==> config.mk <==
export PLATFORM = sky130hd
export DESIGN_NAME = toggle_poll_ctrl
export DESIGN_NICKNAME = d
export VERILOG_FILES = /design/src/rtl/toggle_poll_pkg.sv /design/src/rtl/tp_bit_store.sv /design/src/rtl/tp_iter_count.sv /design/src/rtl/toggle_poll_ctrl.sv
export SDC_FILE = /design/constraint.sdc
export NUM_CORES = 1
export LEC_CHECK = 0
export BUFFER_PORTS_ARGS = -buffer_cell sky130_fd_sc_hd__buf_2
export CAP_MARGIN = 5
export CORE_MARGIN = 3
export CORE_UTILIZATION = 45
export CTS_CLUSTER_DIAMETER = 60
export DETAILED_ROUTE_END_ITERATION = 10
export PLACE_DENSITY = 0.76
export SLEW_MARGIN = 25
export SYNTH_ARGS = -nofsm -noshare
export SYNTH_HDL_FRONTEND = slang
export SYNTH_SLANG_ARGS = --single-unit
==> constraint.sdc <==
create_clock -name clk_i -period 2.07 [get_ports clk_i]
set_input_delay 0.207 -clock clk_i [delete_from_list [all_inputs] [get_ports clk_i]]
set_output_delay 0.207 -clock clk_i [all_outputs]
set_load 0.02 [all_outputs]
==> src/rtl/toggle_poll_pkg.sv <==
package toggle_poll_pkg;
  localparam int unsigned TOGGLE_BIT  = 6;
  localparam int unsigned TIMEOUT_BIT = 5;
  localparam logic [7:0]  RESET_CMD   = 8'hF0;

  typedef enum logic [2:0] {
    ST_IDLE,
    ST_RD_A,
    ST_RD_B,
    ST_RST_WR,
    ST_DONE
  } poll_state_e;
endpackage

==> src/rtl/tp_bit_store.sv <==
module tp_bit_store #(
  parameter int unsigned DW  = 8,
  parameter int unsigned IDX = 6
) (
  input  logic          clk_i,
  input  logic          rst_ni,
  input  logic          clr_i,
  input  logic          cap_i,
  input  logic [DW-1:0] data_i,
  output logic          held_o,
  output logic          valid_o
);
  always_ff @(posedge clk_i or negedge rst_ni) begin
    if (!rst_ni) begin
      held_o  <= 1'b0;
      valid_o <= 1'b0;
    end else if (clr_i) begin
      held_o  <= 1'b0;
      valid_o <= 1'b0;
    end else if (cap_i) begin
      held_o  <= data_i[IDX];
      valid_o <= 1'b1;
    end
  end
endmodule

==> src/rtl/tp_iter_count.sv <==
module tp_iter_count #(
  parameter int unsigned MAX = 4,
  localparam int unsigned CW = $clog2(MAX + 1)
) (
  input  logic clk_i,
  input  logic rst_ni,
  input  logic clr_i,
  input  logic inc_i,
  output logic last_o
);
  logic [CW-1:0] cnt_q;

  always_ff @(posedge clk_i or negedge rst_ni) begin
    if (!rst_ni)     cnt_q <= '0;
    else if (clr_i)  cnt_q <= '0;
    else if (inc_i)  cnt_q <= cnt_q + 1'b1;
  end

  assign last_o = (cnt_q == CW'(MAX - 1));

  assert_cnt_bound_R7: assert property (@(posedge clk_i) disable iff (!rst_ni)
    cnt_q < CW'(MAX));
endmodule

==> src/rtl/toggle_poll_ctrl.sv <==
module toggle_poll_ctrl
  import toggle_poll_pkg::*;
#(
  parameter int unsigned AW        = 24,
  parameter int unsigned DW        = 8,
  parameter int unsigned MAX_POLLS = 64
) (
  input  logic          clk_i,
  input  logic          rst_ni,
  input  logic          start_i,
  input  logic          abort_i,
  input  logic [AW-1:0] poll_addr_i,
  output logic          rd_req_o,
  output logic [AW-1:0] rd_addr_o,
  input  logic          rd_ack_i,
  input  logic [DW-1:0] rd_data_i,
  output logic          wr_req_o,
  output logic [AW-1:0] wr_addr_o,
  output logic [DW-1:0] wr_data_o,
  input  logic          wr_ack_i,
  output logic          busy_o,
  output logic          done_o,
  output logic          pass_o
);
  poll_state_e   state_q, state_d;
  logic [AW-1:0] addr_q;
  logic          recheck_q, recheck_d;
  logic          pass_q, pass_d;
  logic          held_bit, held_valid;
  logic          cnt_last, cnt_inc, restart;
  logic          toggled, timed_out, pair_done;

  assign restart   = abort_i || (state_q == ST_IDLE && start_i);
  assign pair_done = (state_q == ST_RD_B) && rd_ack_i;
  assign toggled   = held_bit ^ rd_data_i[TOGGLE_BIT];
  assign timed_out = rd_data_i[TIMEOUT_BIT];

  tp_bit_store #(.DW(DW), .IDX(TOGGLE_BIT)) u_store (
    .clk_i  (clk_i),
    .rst_ni (rst_ni),
    .clr_i  (restart),
    .cap_i  (state_q == ST_RD_A && rd_ack_i),
    .data_i (rd_data_i),
    .held_o (held_bit),
    .valid_o(held_valid)
  );

  tp_iter_count #(.MAX(MAX_POLLS)) u_iter (
    .clk_i (clk_i),
    .rst_ni(rst_ni),
    .clr_i (restart),
    .inc_i (cnt_inc),
    .last_o(cnt_last)
  );

  always_comb begin
    state_d   = state_q;
    recheck_d = recheck_q;
    pass_d    = pass_q;
    cnt_inc   = 1'b0;
    unique case (state_q)
      ST_IDLE: if (start_i) begin
        state_d   = ST_RD_A;
        recheck_d = 1'b0;
      end
      ST_RD_A: if (rd_ack_i) state_d = ST_RD_B;
      ST_RD_B: if (rd_ack_i) begin
        if (!toggled) begin
          state_d = ST_DONE;
          pass_d  = 1'b1;
        end else if (recheck_q) begin
          state_d = ST_RST_WR;
        end else if (timed_out) begin
          state_d   = ST_RD_A;
          recheck_d = 1'b1;
        end else if (cnt_last) begin
          state_d = ST_RST_WR;
        end else begin
          state_d = ST_RD_A;
          cnt_inc = 1'b1;
        end
      end
      ST_RST_WR: if (wr_ack_i) begin
        state_d = ST_DONE;
        pass_d  = 1'b0;
      end
      ST_DONE: state_d = ST_IDLE;
      default: state_d = ST_IDLE;
    endcase
    if (abort_i) begin
      state_d   = ST_IDLE;
      recheck_d = 1'b0;
      cnt_inc   = 1'b0;
    end
  end

  always_ff @(posedge clk_i or negedge rst_ni) begin
    if (!rst_ni) begin
      state_q   <= ST_IDLE;
      recheck_q <= 1'b0;
      pass_q    <= 1'b0;
      addr_q    <= '0;
    end else begin
      state_q   <= state_d;
      recheck_q <= recheck_d;
      pass_q    <= pass_d;
      if (state_q == ST_IDLE && start_i) addr_q <= poll_addr_i;
    end
  end

  assign rd_req_o  = (state_q == ST_RD_A) || (state_q == ST_RD_B);
  assign rd_addr_o = addr_q;
  assign wr_req_o  = (state_q == ST_RST_WR);
  assign wr_addr_o = addr_q;
  assign wr_data_o = DW'(RESET_CMD);
  assign busy_o    = (state_q != ST_IDLE);
  assign done_o    = (state_q == ST_DONE);
  assign pass_o    = pass_q;

  assert_pair_order_R2: assert property (@(posedge clk_i) disable iff (!rst_ni)
    pair_done |-> held_valid);
  assert_pass_after_read_R3: assert property (@(posedge clk_i) disable iff (!rst_ni)
    (done_o && pass_o) |-> $past(rd_req_o && rd_ack_i));
  assert_fail_after_write_R6: assert property (@(posedge clk_i) disable iff (!rst_ni)
    (done_o && !pass_o) |-> $past(wr_req_o && wr_ack_i));
  assert_abort_idle_R8: assert property (@(posedge clk_i) disable iff (!rst_ni)
    abort_i |=> (!busy_o && !rd_req_o && !wr_req_o && !done_o));
  assert_done_pulse_R9: assert property (@(posedge clk_i) disable iff (!rst_ni)
    done_o |=> !done_o);
  assert_req_hold_R10: assert property (@(posedge clk_i) disable iff (!rst_ni)
    (rd_req_o && !rd_ack_i && !abort_i) |=> (rd_req_o && $stable(rd_addr_o)));
endmodule

# Word level (Yosys, flattened, before mapping)
# Cells that the tools add are included.
totals:
  reg_bits: 37
  inputBits: 38
op_classes:
  addsub: 1
  n_eq_ne: 13
  mux: 32
  bitwise: 1
  reduce_logical: 13
ops:
  columns: ["operator", "n"]
  rows:
  - ["1-bit 2-to-1 mux", 18]
  - ["3-bit 2-to-1 mux", 6]
  - ["7-bit 2-to-1 mux", 2]
  - ["3-bit inequality test, second input constant", 4]
  - ["3-bit case mux with 4 select lines", 1]
  - ["4-bit AND reduction", 3]
  - ["7-bit by 1-bit adder with 7-bit output, second input constant", 1]
  - ["7-bit by 6-bit equality test with 1-bit output, second input constant", 1]
  - ["3-bit by 2-bit equality test with 1-bit output, second input constant", 2]
  - ["2-bit 2-to-1 mux", 3]
  - ["2-bit nonzero test", 3]
  - ["3-bit nonzero test", 2]
  - ["2-bit inequality test, second input constant", 2]
  - ["1-bit case mux with 2 select lines", 2]
  - ["3-bit by 1-bit equality test with 1-bit output, second input constant", 1]
  - ["3-bit equality test, second input constant", 1]
  - ["3-bit logical NOT", 1]
  - ["3-bit by 2-bit inequality test with 1-bit output, second input constant", 1]
  - ["1-bit logical AND", 2]
  - ["1-bit logical OR", 2]
  - ["2-bit by 1-bit inequality test with 1-bit output, second input constant", 1]
  - ["1-bit XOR", 1]

# Depth between registers and ports, before layout
depth:
  ltp_word: 10
  ltp_mapped: 6

# Hierarchy
# A second synthesis with hierarchy kept.
unflattened:
  cells_unflattened: 170
  hier_area_um2: 1971.9
modules_own_cells:
  columns: ["mod", "instances", "cells_each", "area_each_um2"]
  rows:
  - ["toggle_poll_ctrl", 1, 134, 1576.5]
  - ["tp_iter_count", 1, 30, 324.1]
  - ["tp_bit_store", 1, 6, 71.3]

# Least setup slack after synthesis
# Ideal clock, no wire load.
synth_path:
  kind: "register to register"
  from: "reg state_q[2]"
  to: "reg u_iter.cnt_q[4]"
  arrival_ps: 1778
  slack_ps: 157
  stages_incl_launch_ff: 7
  cell_sequence: "dfrtp_1 buf_2 nand2b_1 or4_4 clkbuf_1 o311ai_1 o41ai_1"
synth_via:
  elab_chain_cells: 4
  elab_cells_between_ends: 8
synth_lines:
  columns: ["item", "line_no", "text"]
  rows:
  - ["from (decl)", "toggle_poll_ctrl.sv:25", "poll_state_e state_q, state_d;"]
  - ["from (signal assigned)", "toggle_poll_ctrl.sv:104", "state_q <= state_d;"]
  - ["3-bit by 2-bit equality test with 1-bit output / 3-bit logical NOT (equally long branches)", "toggle_poll_ctrl.sv:61, toggle_poll_ctrl.sv:33", null]
  - ["1-bit 2-to-1 mux / 1-bit logical AND (equally long branches)", "toggle_poll_ctrl.sv:61, toggle_poll_ctrl.sv:33", null]
  - ["1-bit 2-to-1 mux / 1-bit logical OR (equally long branches)", "toggle_poll_ctrl.sv:90, toggle_poll_ctrl.sv:33", null]
  - ["2-bit nonzero test (no line) / 7-bit 2-to-1 mux (equally long branches)", null, null]
  - ["to (signal assigned)", "tp_iter_count.sv:16", "else if (inc_i) cnt_q <= cnt_q + 1'b1;"]
  - ["to (decl)", "tp_iter_count.sv:11", "logic [CW-1:0] cnt_q;"]
# Parallel ways exist; a longest one is shown, timed or not.
# A chain may end at the register's enable or synchronous reset.

# Worst setup path in the final report
layout_path:
  from: "reg recheck_q"
  to: "reg u_iter.cnt_q[5]"
layout_via:
  elab_chain_cells: 6
layout_lines:
  columns: ["item", "line_no", "text"]
  rows:
  - ["from (decl)", "toggle_poll_ctrl.sv:27", "logic recheck_q, recheck_d;"]
  - ["from (signal assigned)", "toggle_poll_ctrl.sv:105", "recheck_q <= recheck_d;"]
  - ["1-bit 2-to-1 mux", "toggle_poll_ctrl.sv:71", "end else if (recheck_q) begin"]
  - ["1-bit 2-to-1 mux", "toggle_poll_ctrl.sv:68", "if (!toggled) begin"]
  - ["1-bit 2-to-1 mux", "toggle_poll_ctrl.sv:67", "ST_RD_B: if (rd_ack_i) begin"]
  - ["1-bit 2-to-1 mux", "toggle_poll_ctrl.sv:61", "unique case (state_q)"]
  - ["1-bit 2-to-1 mux", "toggle_poll_ctrl.sv:90", "if (abort_i) begin"]
  - ["2-bit nonzero test (no line)", null, null]
# No other way between the ends.

==> out/results.ini <==
[status]
outcome=finished clean

[global_routing]
grt_max_degree=38
grt_antenna_before_repair=0
grt_util_met1_pct=18.3
top_usage_layer=met2
grtUsageMet2_pct=27.1
grt_pass1_vias=1406
grt_overflow=0
grt_pass1_wl_mm=6.26
grtUsageTotal_pct=15.4
use_met3_pct=4.69

[final_layout]
layout.nets=273
design_area_um2=2340
nFillCells=358
drive_gt1_share_pct=43.4
n_antenna_cell=0
area_growth_pct=22.4

[timing]
period_needed_ns=1.96
worst_slew_pin_slew_ns=0.816
fin_skew_ns=0.00428
finalHoldViolCount=0
setup_viol=0
fin_crit_sh_pct=94.5
tns_ns=0
setup_ws_ns=0.114
slew_viol_final=0
rsz0062_at_grt=no
holdWs_ns=0.0186
fmax_mhz=511
relSlewSlack_pct=45.6

[floorplanning]
die_h_um=71.1
rows=23
ioPinCount=99
die_w_um=71.1
dieArea_um2=5060
start_util_pct=47.0
core-area_um2=4060

[min_path]
hp-class=in2async

[placed_design]
placed_area_um2=2220
gp_congestion=0.875
place_ws_ns=0.144
io_buffers=84
hpwlAfterDp_mm=2.94

[clock_tree]
root_buffer=clkbuf_8
cts_resized=0
cts_setup_buffers=0
cts_buffers=5
cts_buffer_depth=2
path_clk_slew_ns=0.07
cts_tree=built
insertion_delay_ns=0.28
htree_levels=2
cts_sinks=37
ctsHoldBuffers=0

[synthesis]
syn_area_um2=1910
seq_area_frac_synth_pct=48.5
synth-async-reset-ratio_pct=100
syn_area_per_cell_um2=11.3
synth-edff-count=0
synthFlopType=dfrtp_1
synth_seq_cells=37
yosysWarningCount=0
synth.distinct_cells=37
synthCells=169

[power]
power.leakage_nw=1.14
ir_worst_vdd_uv=536
total_power_mw=2.28
powerDensity_nw_per_um2=977

[worst_setup_path]
worstSetupPathType=reg2reg
r2r.worst_path.cells=4
r2r_start=recheck_q$_DFFE_PN0P_
cp.required_ns=2.27
crit_path_max_incr_delay_ns=0.53
cp-start-kind=flop
cpMaxStageDelayCell=or4_1
path_max_fanout=7
crit_arrival_ns=2.16
ff2ff_setup_slack_ns=0.11
cp_cell_sequence=or3b_1, or4_4, or4_1, a21oi_1
critPathCaptureType=flop
timing.rr.end=u_iter.cnt_q[5]$_DFFE_PN0P_

[routing]
viasPerCell=5.04
num_vias=1435
final_antenna_net_count=0
wl_per_cell_um=13.5
wl_mm=3.85
drt-initial-drc-count=54
first_pass_iters=4
drc=0

[run]
maxCapViolCount=0

==> cell usage after synthesis (2+ instances only) <==
cell type  instances  share of area [%]
dfrtp_1           37                 49
buf_4             32                 13
mux2_1            25                 15
nor2_1             9                1.8
a21oi_1            6                1.6
nand2_1            6                1.2
buf_2              4                1.0
clkbuf_1           3               0.59
nand3_1            3               0.79
o31ai_1            3                1.2
o41ai_1            3                1.4
a31oi_1            2               0.66
conb_1             2               0.39
inv_1              2               0.39
mux2i_1            2                1.0
nand2b_1           2               0.66
nor3_1             2               0.52
nor3b_1            2               0.79
o21ai_1            2               0.52
o311ai_1           2               0.92
or3_1              2               0.66
or4_1              2               0.79
xnor2_1            2               0.92
==> registers in the layout, indices dropped and copies added (netlist names) <==
signal          cells
rd_addr_o          24
u_iter.cnt_q        7
state_q             3
pass_o              1
recheck_q           1
u_store.held_o      1
==> layout make-up <==
type	instances	area (um^2)	area share [%]
Sequential cell	37	926	39.6
Multi-Input combinational cell	96	731	31.3
Timing Repair Buffer	91	485	20.8
Clock buffer	6	82.6	3.54
Tap cell	50	62.6	2.68
Clock inverter	2	37.5	1.61
Inverter	3	11.3	0.482
==> how the worst max path moves through the flow <==
stage	cells past startpoint	startpoint	to	slack, ns
2_1_floorplan	6	state_q[2]$_DFFE_PN0P_	u_iter.cnt_q[4]$_DFFE_PN0P_	0.16
3_3_place_gp	4	recheck_q$_DFFE_PN0P_	u_iter.cnt_q[5]$_DFFE_PN0P_	0.18
3_5_place_dp	4	recheck_q$_DFFE_PN0P_	u_iter.cnt_q[5]$_DFFE_PN0P_	0.14
4_1_cts	4	recheck_q$_DFFE_PN0P_	u_iter.cnt_q[5]$_DFFE_PN0P_	0.11
5_1_grt	5	state_q[2]$_DFFE_PN0P_	u_iter.cnt_q[4]$_DFFE_PN0P_	0.04
6_report	4	recheck_q$_DFFE_PN0P_	u_iter.cnt_q[5]$_DFFE_PN0P_	0.11
==> stage by stage <==
stage | cells | utilization [%]
after floorplan | 175 | -
final | 285 | 57.6
after CTS | 285 | 57.6
after global routing | 285 | 57.6
after detailed placement | 277 | 54.6
after global placement | 277 | 54.6
==> power breakdown <==
group | internal, mW | switching, mW | total, mW
registers | 0.829 | 0.0662 | 0.895
logic | 0.266 | 0.473 | 0.739
clock network | 0.392 | 0.255 | 0.647
total | 1.49 | 0.795 | 2.28
==> worst max-delay path, delay by kind of cell, from the launching register on <==
family	cells	cell delay [ns]
flip-flops	1	0.38
AO/OA/AOI/OAI	1	0.16
AND/OR/NAND/NOR	3	1.35
==> metal layers <==
metal | part of all wire (%) | up-vias
li1 | - | 691
met4 | 0.44 | 0
met1 | 42 | 678
met2 | 49 | 64
met5 | 0 | -
met3 | 8.3 | 2
==> cells by family (layout without fill, tap and decap cells) <==
family / after synthesis / after routing / share of synthesized area, %
buffers and inverters: 42 / 102 / 14.8
DFF: 37 / 37 / 48.5
and+or+nand+nor: 35 / 35 / 10.6
adders and majority gates: 1 / 1 / 0.656
muxes: 27 / 27 / 15.8
xor gates and xnor gates: 2 / 2 / 0.918
other: 2 / 8 / 0.394
AOI/OAI and AO/OA: 23 / 23 / 8.33
==> cell usage in the layout (no fill, tap or decap), drive strengths merged <==
master	count
nor3b	2
and3b	1
nor2	9
nor4b	1
or3	2
o311a	1
nand2	6
a21oi	6
o211ai	1
clkbuf	6
nand2b	2
mux2i	2
or4	3
nor2b	1
inv	3
a31oi	2
o32ai	1
or2	1
and4	1
or3b	1
dfrtp	37
bufinv	1
conb	8
clkinvlp	1
o31ai	3
o41ai	3
o311ai	3
buf	91
nand3	3
nor3	2
o21ai	3
xnor2	2
mux2	25
ha	1
No activity file was read; power rests on OpenSTA's default activity.
